File: config.mk
export PLATFORM = sky130hd
export DESIGN_NAME = hdlc_dbuf_tx
export DESIGN_NICKNAME = d
export VERILOG_FILES = /design/src/rtl/hdlc_tx_pkg.sv /design/src/rtl/hdlc_msg_ram.sv /design/src/rtl/hdlc_req_edge.sv /design/src/rtl/hdlc_tx_engine.sv /design/src/rtl/hdlc_dbuf_tx.sv
export SDC_FILE = /design/constraint.sdc
export NUM_CORES = 1
export LEC_CHECK = 0
export BUFFER_PORTS_ARGS = -buffer_cell sky130_fd_sc_hd__buf_2
export CAP_MARGIN = 20
export CORE_MARGIN = 3
export CORE_UTILIZATION = 30
export DETAILED_ROUTE_END_ITERATION = 16
export PLACE_DENSITY = 0.45
export SYNTH_ARGS = -nofsm -noshare
export SYNTH_HDL_FRONTEND = slang
export SYNTH_SLANG_ARGS = --single-unit
File: constraint.sdc
create_clock -name clk -period 4.2 [get_ports clk]
set_input_delay 0.42 -clock clk [delete_from_list [all_inputs] [get_ports clk]]
set_output_delay 0.42 -clock clk [all_outputs]
set_load 0.005 [all_outputs]
File: src/rtl/hdlc_tx_pkg.sv
package hdlc_tx_pkg;
  typedef enum logic [2:0] {
    ST_IDLE, ST_OPEN, ST_DATA, ST_FCS_LO, ST_FCS_HI, ST_CLOSE
  } tx_state_e;

  localparam logic [7:0]  FLAG_BYTE    = 8'h7E;
  localparam logic [15:0] CRC_PRESET   = 16'hFFFF;
  localparam logic [15:0] CRC_POLY_REV = 16'h8408;
  localparam logic [2:0]  STUFF_RUN    = 3'd5;

  // one step of the bit-reflected CRC-16 register
  function automatic logic [15:0] crc_step(input logic [15:0] c, input logic b);
    return (c >> 1) ^ ((c[0] ^ b) ? CRC_POLY_REV : 16'h0000);
  endfunction
endpackage

File: src/rtl/hdlc_msg_ram.sv
module hdlc_msg_ram #(
  parameter int DATA_W = 8,
  parameter int DEPTH  = 128,
  localparam int ADDR_W = $clog2(DEPTH)
) (
  input  logic              clk,
  input  logic              we,
  input  logic [ADDR_W-1:0] waddr,
  input  logic [DATA_W-1:0] wdata,
  input  logic [ADDR_W-1:0] raddr,
  output logic [DATA_W-1:0] rdata
);
  logic [DATA_W-1:0] mem [DEPTH];

  always_ff @(posedge clk) begin
    if (we) mem[waddr] <= wdata;
    rdata <= mem[raddr];
  end
endmodule

File: src/rtl/hdlc_req_edge.sv
module hdlc_req_edge (
  input  logic clk,
  input  logic rst,
  input  logic enable,
  input  logic req_in,
  input  logic take,
  output logic pending
);
  logic req_q;

  always_ff @(posedge clk) begin
    if (rst) begin
      req_q   <= 1'b0;
      pending <= 1'b0;
    end else begin
      req_q <= req_in;
      if (!enable || take) pending <= 1'b0;
      else if (req_in && !req_q) pending <= 1'b1;
    end
  end
endmodule

File: src/rtl/hdlc_tx_engine.sv
module hdlc_tx_engine
  import hdlc_tx_pkg::*;
#(
  parameter int IDX_W = 6,
  localparam int ADDR_W = IDX_W + 1
) (
  input  logic              clk,
  input  logic              rst,
  input  logic              link_en,
  input  logic              tx_ce,
  input  logic              fcs_en,
  input  logic              buf0_last,
  input  logic              buf1_last,
  input  logic [IDX_W-1:0]  last_idx,
  input  logic              pending,
  output logic              take,
  output logic [ADDR_W-1:0] rd_addr,
  input  logic [7:0]        rd_data,
  output logic              tx_bit,
  output logic              done
);
  tx_state_e         st, nst;
  logic [7:0]        sh, nbyte, fcs_hi;
  logic [2:0]        rem, ones;
  logic [15:0]       crc;
  logic [ADDR_W-1:0] pos;
  logic              last_r, pos_last, cur_stuffable, nst_stuffable;
  logic              stuff_now, need_load;

  assign rd_addr       = pos;
  assign cur_stuffable = (st == ST_DATA) || (st == ST_FCS_LO) || (st == ST_FCS_HI);
  assign nst_stuffable = (nst == ST_DATA) || (nst == ST_FCS_LO) || (nst == ST_FCS_HI);
  assign stuff_now     = cur_stuffable && (ones == STUFF_RUN);
  assign need_load     = !stuff_now && (rem == 3'd0);
  assign take          = tx_ce && link_en && need_load && (st == ST_IDLE) && pending;

  // end-of-payload decision; buffer 0 end flag wins
  always_comb begin
    pos_last = &pos;
    if (pos[IDX_W-1:0] == last_idx) begin
      if (!pos[ADDR_W-1] && buf0_last) pos_last = 1'b1;
      if (pos[ADDR_W-1] && buf1_last && !buf0_last) pos_last = 1'b1;
    end
  end

  always_comb begin
    nst   = ST_IDLE;
    nbyte = FLAG_BYTE;
    case (st)
      ST_IDLE:   if (pending) nst = ST_OPEN;
      ST_OPEN:   begin nst = ST_DATA; nbyte = rd_data; end
      ST_DATA: begin
        if (!last_r) begin
          nst = ST_DATA; nbyte = rd_data;
        end else if (fcs_en) begin
          nst = ST_FCS_LO; nbyte = ~crc[7:0];
        end else begin
          nst = ST_CLOSE;
        end
      end
      ST_FCS_LO: begin nst = ST_FCS_HI; nbyte = fcs_hi; end
      ST_FCS_HI: nst = ST_CLOSE;
      default:   nst = ST_IDLE;
    endcase
  end

  always_ff @(posedge clk) begin
    if (rst) begin
      st     <= ST_IDLE;
      sh     <= '0;
      rem    <= '0;
      ones   <= '0;
      crc    <= CRC_PRESET;
      pos    <= '0;
      last_r <= 1'b0;
      fcs_hi <= '0;
      tx_bit <= 1'b1;
      done   <= 1'b0;
    end else if (tx_ce) begin
      if (!link_en) begin
        tx_bit <= 1'b1;
        st     <= ST_IDLE;
        rem    <= '0;
        ones   <= '0;
        pos    <= '0;
      end else if (stuff_now) begin
        tx_bit <= 1'b0;
        ones   <= '0;
      end else if (rem != 3'd0) begin
        tx_bit <= sh[0];
        sh     <= {1'b0, sh[7:1]};
        rem    <= rem - 3'd1;
        if (cur_stuffable) ones <= sh[0] ? ones + 3'd1 : 3'd0;
        if (st == ST_DATA) crc <= crc_step(crc, sh[0]);
      end else begin
        tx_bit <= nbyte[0];
        sh     <= {1'b0, nbyte[7:1]};
        rem    <= 3'd7;
        st     <= nst;
        ones   <= (nst_stuffable && nbyte[0]) ? ones + 3'd1 : 3'd0;
        if (st == ST_CLOSE) done <= 1'b1;
        case (nst)
          ST_OPEN: begin
            crc  <= CRC_PRESET;
            done <= 1'b0;
            pos  <= '0;
          end
          ST_DATA: begin
            crc    <= crc_step(crc, nbyte[0]);
            last_r <= pos_last;
            pos    <= pos + {{(ADDR_W-1){1'b0}}, 1'b1};
          end
          ST_FCS_LO: fcs_hi <= ~crc[15:8];
          default: ;
        endcase
      end
    end
  end
endmodule

File: src/rtl/hdlc_dbuf_tx.sv
module hdlc_dbuf_tx #(
  parameter int BUF_BYTES = 64,
  localparam int IDX_W  = $clog2(BUF_BYTES),
  localparam int ADDR_W = IDX_W + 1,
  localparam int DEPTH  = 2 * BUF_BYTES
) (
  input  logic              clk,
  input  logic              rst,
  input  logic              link_en,
  input  logic              send_req,
  input  logic              fcs_en,
  input  logic              buf0_last,
  input  logic              buf1_last,
  input  logic [IDX_W-1:0]  last_idx,
  input  logic              wr_en,
  input  logic [ADDR_W-1:0] wr_addr,
  input  logic [7:0]        wr_data,
  input  logic              tx_ce,
  output logic              tx_bit,
  output logic              done
);
  logic              pending, take;
  logic [ADDR_W-1:0] rd_addr;
  logic [7:0]        rd_data;

  hdlc_msg_ram #(.DATA_W(8), .DEPTH(DEPTH)) u_ram (
    .clk(clk), .we(wr_en), .waddr(wr_addr), .wdata(wr_data),
    .raddr(rd_addr), .rdata(rd_data)
  );

  hdlc_req_edge u_req (
    .clk(clk), .rst(rst), .enable(link_en), .req_in(send_req),
    .take(take), .pending(pending)
  );

  hdlc_tx_engine #(.IDX_W(IDX_W)) u_eng (
    .clk(clk), .rst(rst), .link_en(link_en), .tx_ce(tx_ce),
    .fcs_en(fcs_en), .buf0_last(buf0_last), .buf1_last(buf1_last),
    .last_idx(last_idx), .pending(pending), .take(take),
    .rd_addr(rd_addr), .rd_data(rd_data), .tx_bit(tx_bit), .done(done)
  );
endmodule

==> metrics.md <==
| Metric | Value |
|---|---|
| Critical path peak fanout | `35` |
| Max stage delay on crit path | `around 0.74 ns` |
| Static Leak | `14.7 nW` |
| R2R setup slack | `0.97 ns` |
| Worst endpoint required time | `4.81 ns` |
| Main synth FF type | `edfxtp_1` |
| Sw Share | `around a fifth` |
| Max-Cap Viols | `0` |
| RSZ-0062 raised after global routing | `no` |
| Drt pass-1 iters | `7` |
| Internal Power | `around 18 mW` |
| TritonCTS Buffers | `114` |
| Area share of fa/ha/maj cells after synthesis | `less than 1%` |
| Post-Synthesis Cells | `around 2400` |
| Clock power share | `44.5%` |
| Comb power frac | `under 10%` |
| Worst hold slack | `between 0.2 and 0.25 ns` |
| Post-route setup TNS | `0 ns` |
| Reg2reg end | `u_ram.rdata[0]` |
| Sequential share of the synthesized area | `74.0%` |
| Total power | `roughly 23 mW` |
| Synthesized cell area | `0.0432 sq mm` |
| Fill cells | `around 13000` |
| Crit path time final | `between 3 and 4 ns` |
| Flop pwr share | `about 52%` |
| Cell Rows | `roughly 140` |
| Layout area overhead | `15.3%` |
| Clock skew | `~0.034 ns` |
| Initial Util | `between 30% and 40%` |
| Final hold vios | `0` |
| Crit path capture type | `flop` |
| Routed vias | `22600` |
| Largest net degree at the start of global routing | `81` |
| Hold depth | `2` |
| Synth Warn # | `0` |
| CTS tree | `built` |
| Antenna Nets Post-Route | `0` |
| Inst Count DP | `between 4000 and 5000` |
| Post-route cell area | `0.0498 sq mm` |
| Worst hold path class | `input port to flop` |
| Compound-Gate Fraction of Synth Area | `around 4.6%` |
| Die Wd | `a little under 400 um` |
| Setup bufs post-CTS | `0` |
| Fmax | `310 MHz` |
| Congestion Overflow GR | `0` |
| DP Area | `0.0460 sq mm` |
| Power Dens Cells | `roughly 460 mW/mm^2` |
| Critical-path top delay cell | `nor2b_1` |
| Register bit total from synthesis | `between 1000 and 1500` |
| Post-synth ARST share | `0%` |
| Io pins | `32` |
| Htree depth | `3` |
| CTS Buffer Depth | `3` |
| Largest family of logic cells by synthesized area | `multiplexers` |
| # setup viols final | `0` |
| Mux cell area share after synthesis | `approximately 14%` |
| Family with the most delay on the worst path | `simple AND/OR/NAND/NOR gates` |
| Min-delay src | `rst` |
| CTS root buf | `clkbuf_16` |
| Xor/xnor cell area share of the yosys netlist | `less than 1%` |
| Syn_area_per_cell | `approximately 18 sq um` |
| Clock slew seen by the registers of the worst setup and hold paths | `0.06 ns` |
| Worst-path cell chain | `buf_12 > nor2b_1 > buf_4 > a22oi_1 > a21oi_1 > nor4b_1 > o32a_1` |
| Sw Pwr | `roughly 4.8 mW` |
| Port Buffers | `31` |
| Vias in the first global route | `23300` |
| Worst setup margin | `0.970 ns` |
| Final Cycle Share | `~77%` |
| Count of cell types in the netlist | `between 60 and 70` |
| Startpoint types | `flop` |
| 1st-iter DRT viols | `approximately 2100` |
| Clk_lat worst skew | `between 0.7 and 0.8 ns` |
| Crit Path Category | `flop to flop` |
| Share of layout cells above drive strength 1 | `between 10% and 20%` |
| Syn nets | `2426` |
| Worst slew margin | `approximately 19%` |
| Crit path buf inv count | `2` |
| Setup WS pre-CTS | `0.957 ns` |
| Worst path arrival time | `between 3 and 4 ns` |
| Max Slew Vio Count | `0` |
| Area of the core | `0.142 sq mm` |
| Routability cong. | `0.784` |
| Die Height | `~390 um` |
| Vias/cell | `5.03` |
| Total Die Area | `between 0.1 and 0.15 sq mm` |
| Initial antenna violation count | `7` |
| Post-route DRC | `0` |
| Status | `finished clean` |
| Worst Tran Pin Value | `between 1 and 1.5 ns` |
| Final wirelength | `about 120000 um` |
| Total track usage | `15.8%` |
| Worst Reg-to-Reg Cells | `7` |
| Final core occ | `35.0%` |
| Final #Nets | `2545` |
| First-pass GRT wire length | `170000 um` |
| Average wire per standard cell | `approximately 26 um` |
| Peak supply drop | `about 0.3 mV` |
| Hold Crit Endpoint | `u_eng.rem[0]` |
| Sinks on Clock Net | `between 1000 and 1500` |
| Simple-gate portion of the synthesized area | `approximately 4.7%` |
| DP HPWL | `around 75000 um` |
| R2r startpoint | `u_eng.rd_addr[2]` |
| Number of enable flip-flop cells after synthesis | `just over 1000` |
| Final Non-Filler Cells | `around 4500` |
==> worst register-to-register path, stage by stage, from the launching register on <==
cell and delay [ns]:
dfxtp_4 0.67, buf_12 0.38, nor2b_1 0.81, buf_4 0.31, a22oi_1 0.11, a21oi_1 0.27, nor4b_1 0.18, o32a_1 0.38
==> repair_timing <==
| action | CTS | global route |
|---|---|---|
| resized for setup | 0 | 0 |
| hold buffers | 3 | 0 |
| hold endpoints to repair | 3 | 0 |
==> layer usage <==
layer / GRT usage, % / vias to the layer above / wire length [um]
met5: 0 / - / 13
met4: 4.22 / 2 / 2340
met3: 2.55 / 131 / 6070
met2: 25.7 / 588 / 56200
met1: 21.9 / 12000 / 52300
li1: - / 9898 / -
==> state kept, by name, summed over array words and instances, names as in the netlist <==
register	flops
u_ram.rdata	8
u_eng.done	1
u_eng.tx_bit	1
u_ram.mem	1024
u_eng.st	3
u_eng.ones	3
u_req.pending	1
u_eng.rd_addr	7
u_eng.crc	16
u_eng.rem	3
u_eng.last_r	1
u_eng.sh	7
u_eng.fcs_hi	8
u_req.req_q	1
==> how the worst max path moves through the flow <==
stage / start / endpoint / slack, ns / cells past startpoint
final: u_eng.rd_addr[2] / u_ram.rdata[0] / 0.97 / 7
after global routing: u_eng.rd_addr[2] / u_ram.rdata[0] / 0.77 / 7
after CTS: u_eng.rd_addr[0] / u_ram.rdata[5] / 0.94 / 7
after detailed placement: u_eng.rd_addr[2] / u_ram.rdata[0] / 0.96 / 7
after global placement: u_eng.rd_addr[2] / u_ram.rdata[2] / 0.45 / 6
after floorplan: u_eng.rd_addr[0] / u_ram.rdata[5] / 1.98 / 8
==> Yosys cell counts, types with 17 or more instances <==
| library cell | instances | area share (%) |
|---|---|---|
| a211oi_1 | 24 | 0.42 |
| nor2b_1 | 32 | 0.46 |
| a22oi_1 | 35 | 0.61 |
| dfxtp_1 | 60 | 2.8 |
| mux4_2 | 160 | 8.4 |
| nand3_1 | 25 | 0.29 |
| buf_2 | 42 | 0.49 |
| edfxtp_1 | 1024 | 71 |
| clkbuf_1 | 66 | 0.57 |
| a21oi_1 | 59 | 0.68 |
| mux2i_1 | 260 | 6.0 |
| nor3_1 | 38 | 0.44 |
| nor2_1 | 178 | 1.5 |
| o21ai_0 | 20 | 0.23 |
| buf_4 | 20 | 0.35 |
| o22ai_1 | 78 | 1.1 |
| nand2b_1 | 18 | 0.26 |
| nor4b_1 | 17 | 0.35 |
| nand2_1 | 70 | 0.61 |
==> cell type report <==
cell class / instances / area, sq um / share of cell area, %
timing repair buffer: 151 / 1210 / 2.44
clock buffer: 152 / 3100 / 6.23
multi-input combinational: 1147 / 10400 / 20.9
inverter: 12 / 45.0 / 0.0905
clock inverter: 57 / 637 / 1.28
antenna: 6 / 15.0 / 0.0302
tap: 1890 / 2360 / 4.75
sequential: 1084 / 32000 / 64.2
==> power groups by stage <==
stage | Combinational [mW] | Sequential, mW | Clock [mW]
6_report | 0.721 | 11.9 | 10.1
5_1_grt | 0.779 | 11.9 | 10.8
4_1_cts | 0.736 | 11.9 | 10.4
3_5_place_dp | 0.732 | 12.1 | 0
3_3_place_gp | 0.716 | 12.1 | 0
2_1_floorplan | 0.351 | 12.1 | 0
==> cells by family (layout without fill, tap and decap cells) <==
group,count (synthesis),after routing
xor+xnor,8,8
fa+ha+maj,5,5
compound gates,291,291
mux,422,422
flops,1084,1084
simple gates,421,421
buf+inv,160,372
other cells,0,6
==> cells in the final DEF, fill, tap and decap left out, types with 11 or more instances in the layout <==
cell type	instances
clkbuf_16	117
a22oi_1	35
o22ai_1	78
a21oi_1	59
o41ai_1	16
dfxtp_1	55
nand3_1	25
o21ai_0	20
nand2_1	67
buf_2	24
nor3_1	34
and2_1	13
clkinv_2	20
nor4b_1	13
mux2i_1	260
bufinv_16	12
inv_1	11
clkinv_1	16
nor2_1	178
nor2b_1	32
nand2b_1	17
clkbuf_1	31
mux4_2	160
buf_4	112
a211oi_1	24
edfxtp_1	1024
No activity file was read; power rests on OpenSTA's default activity.
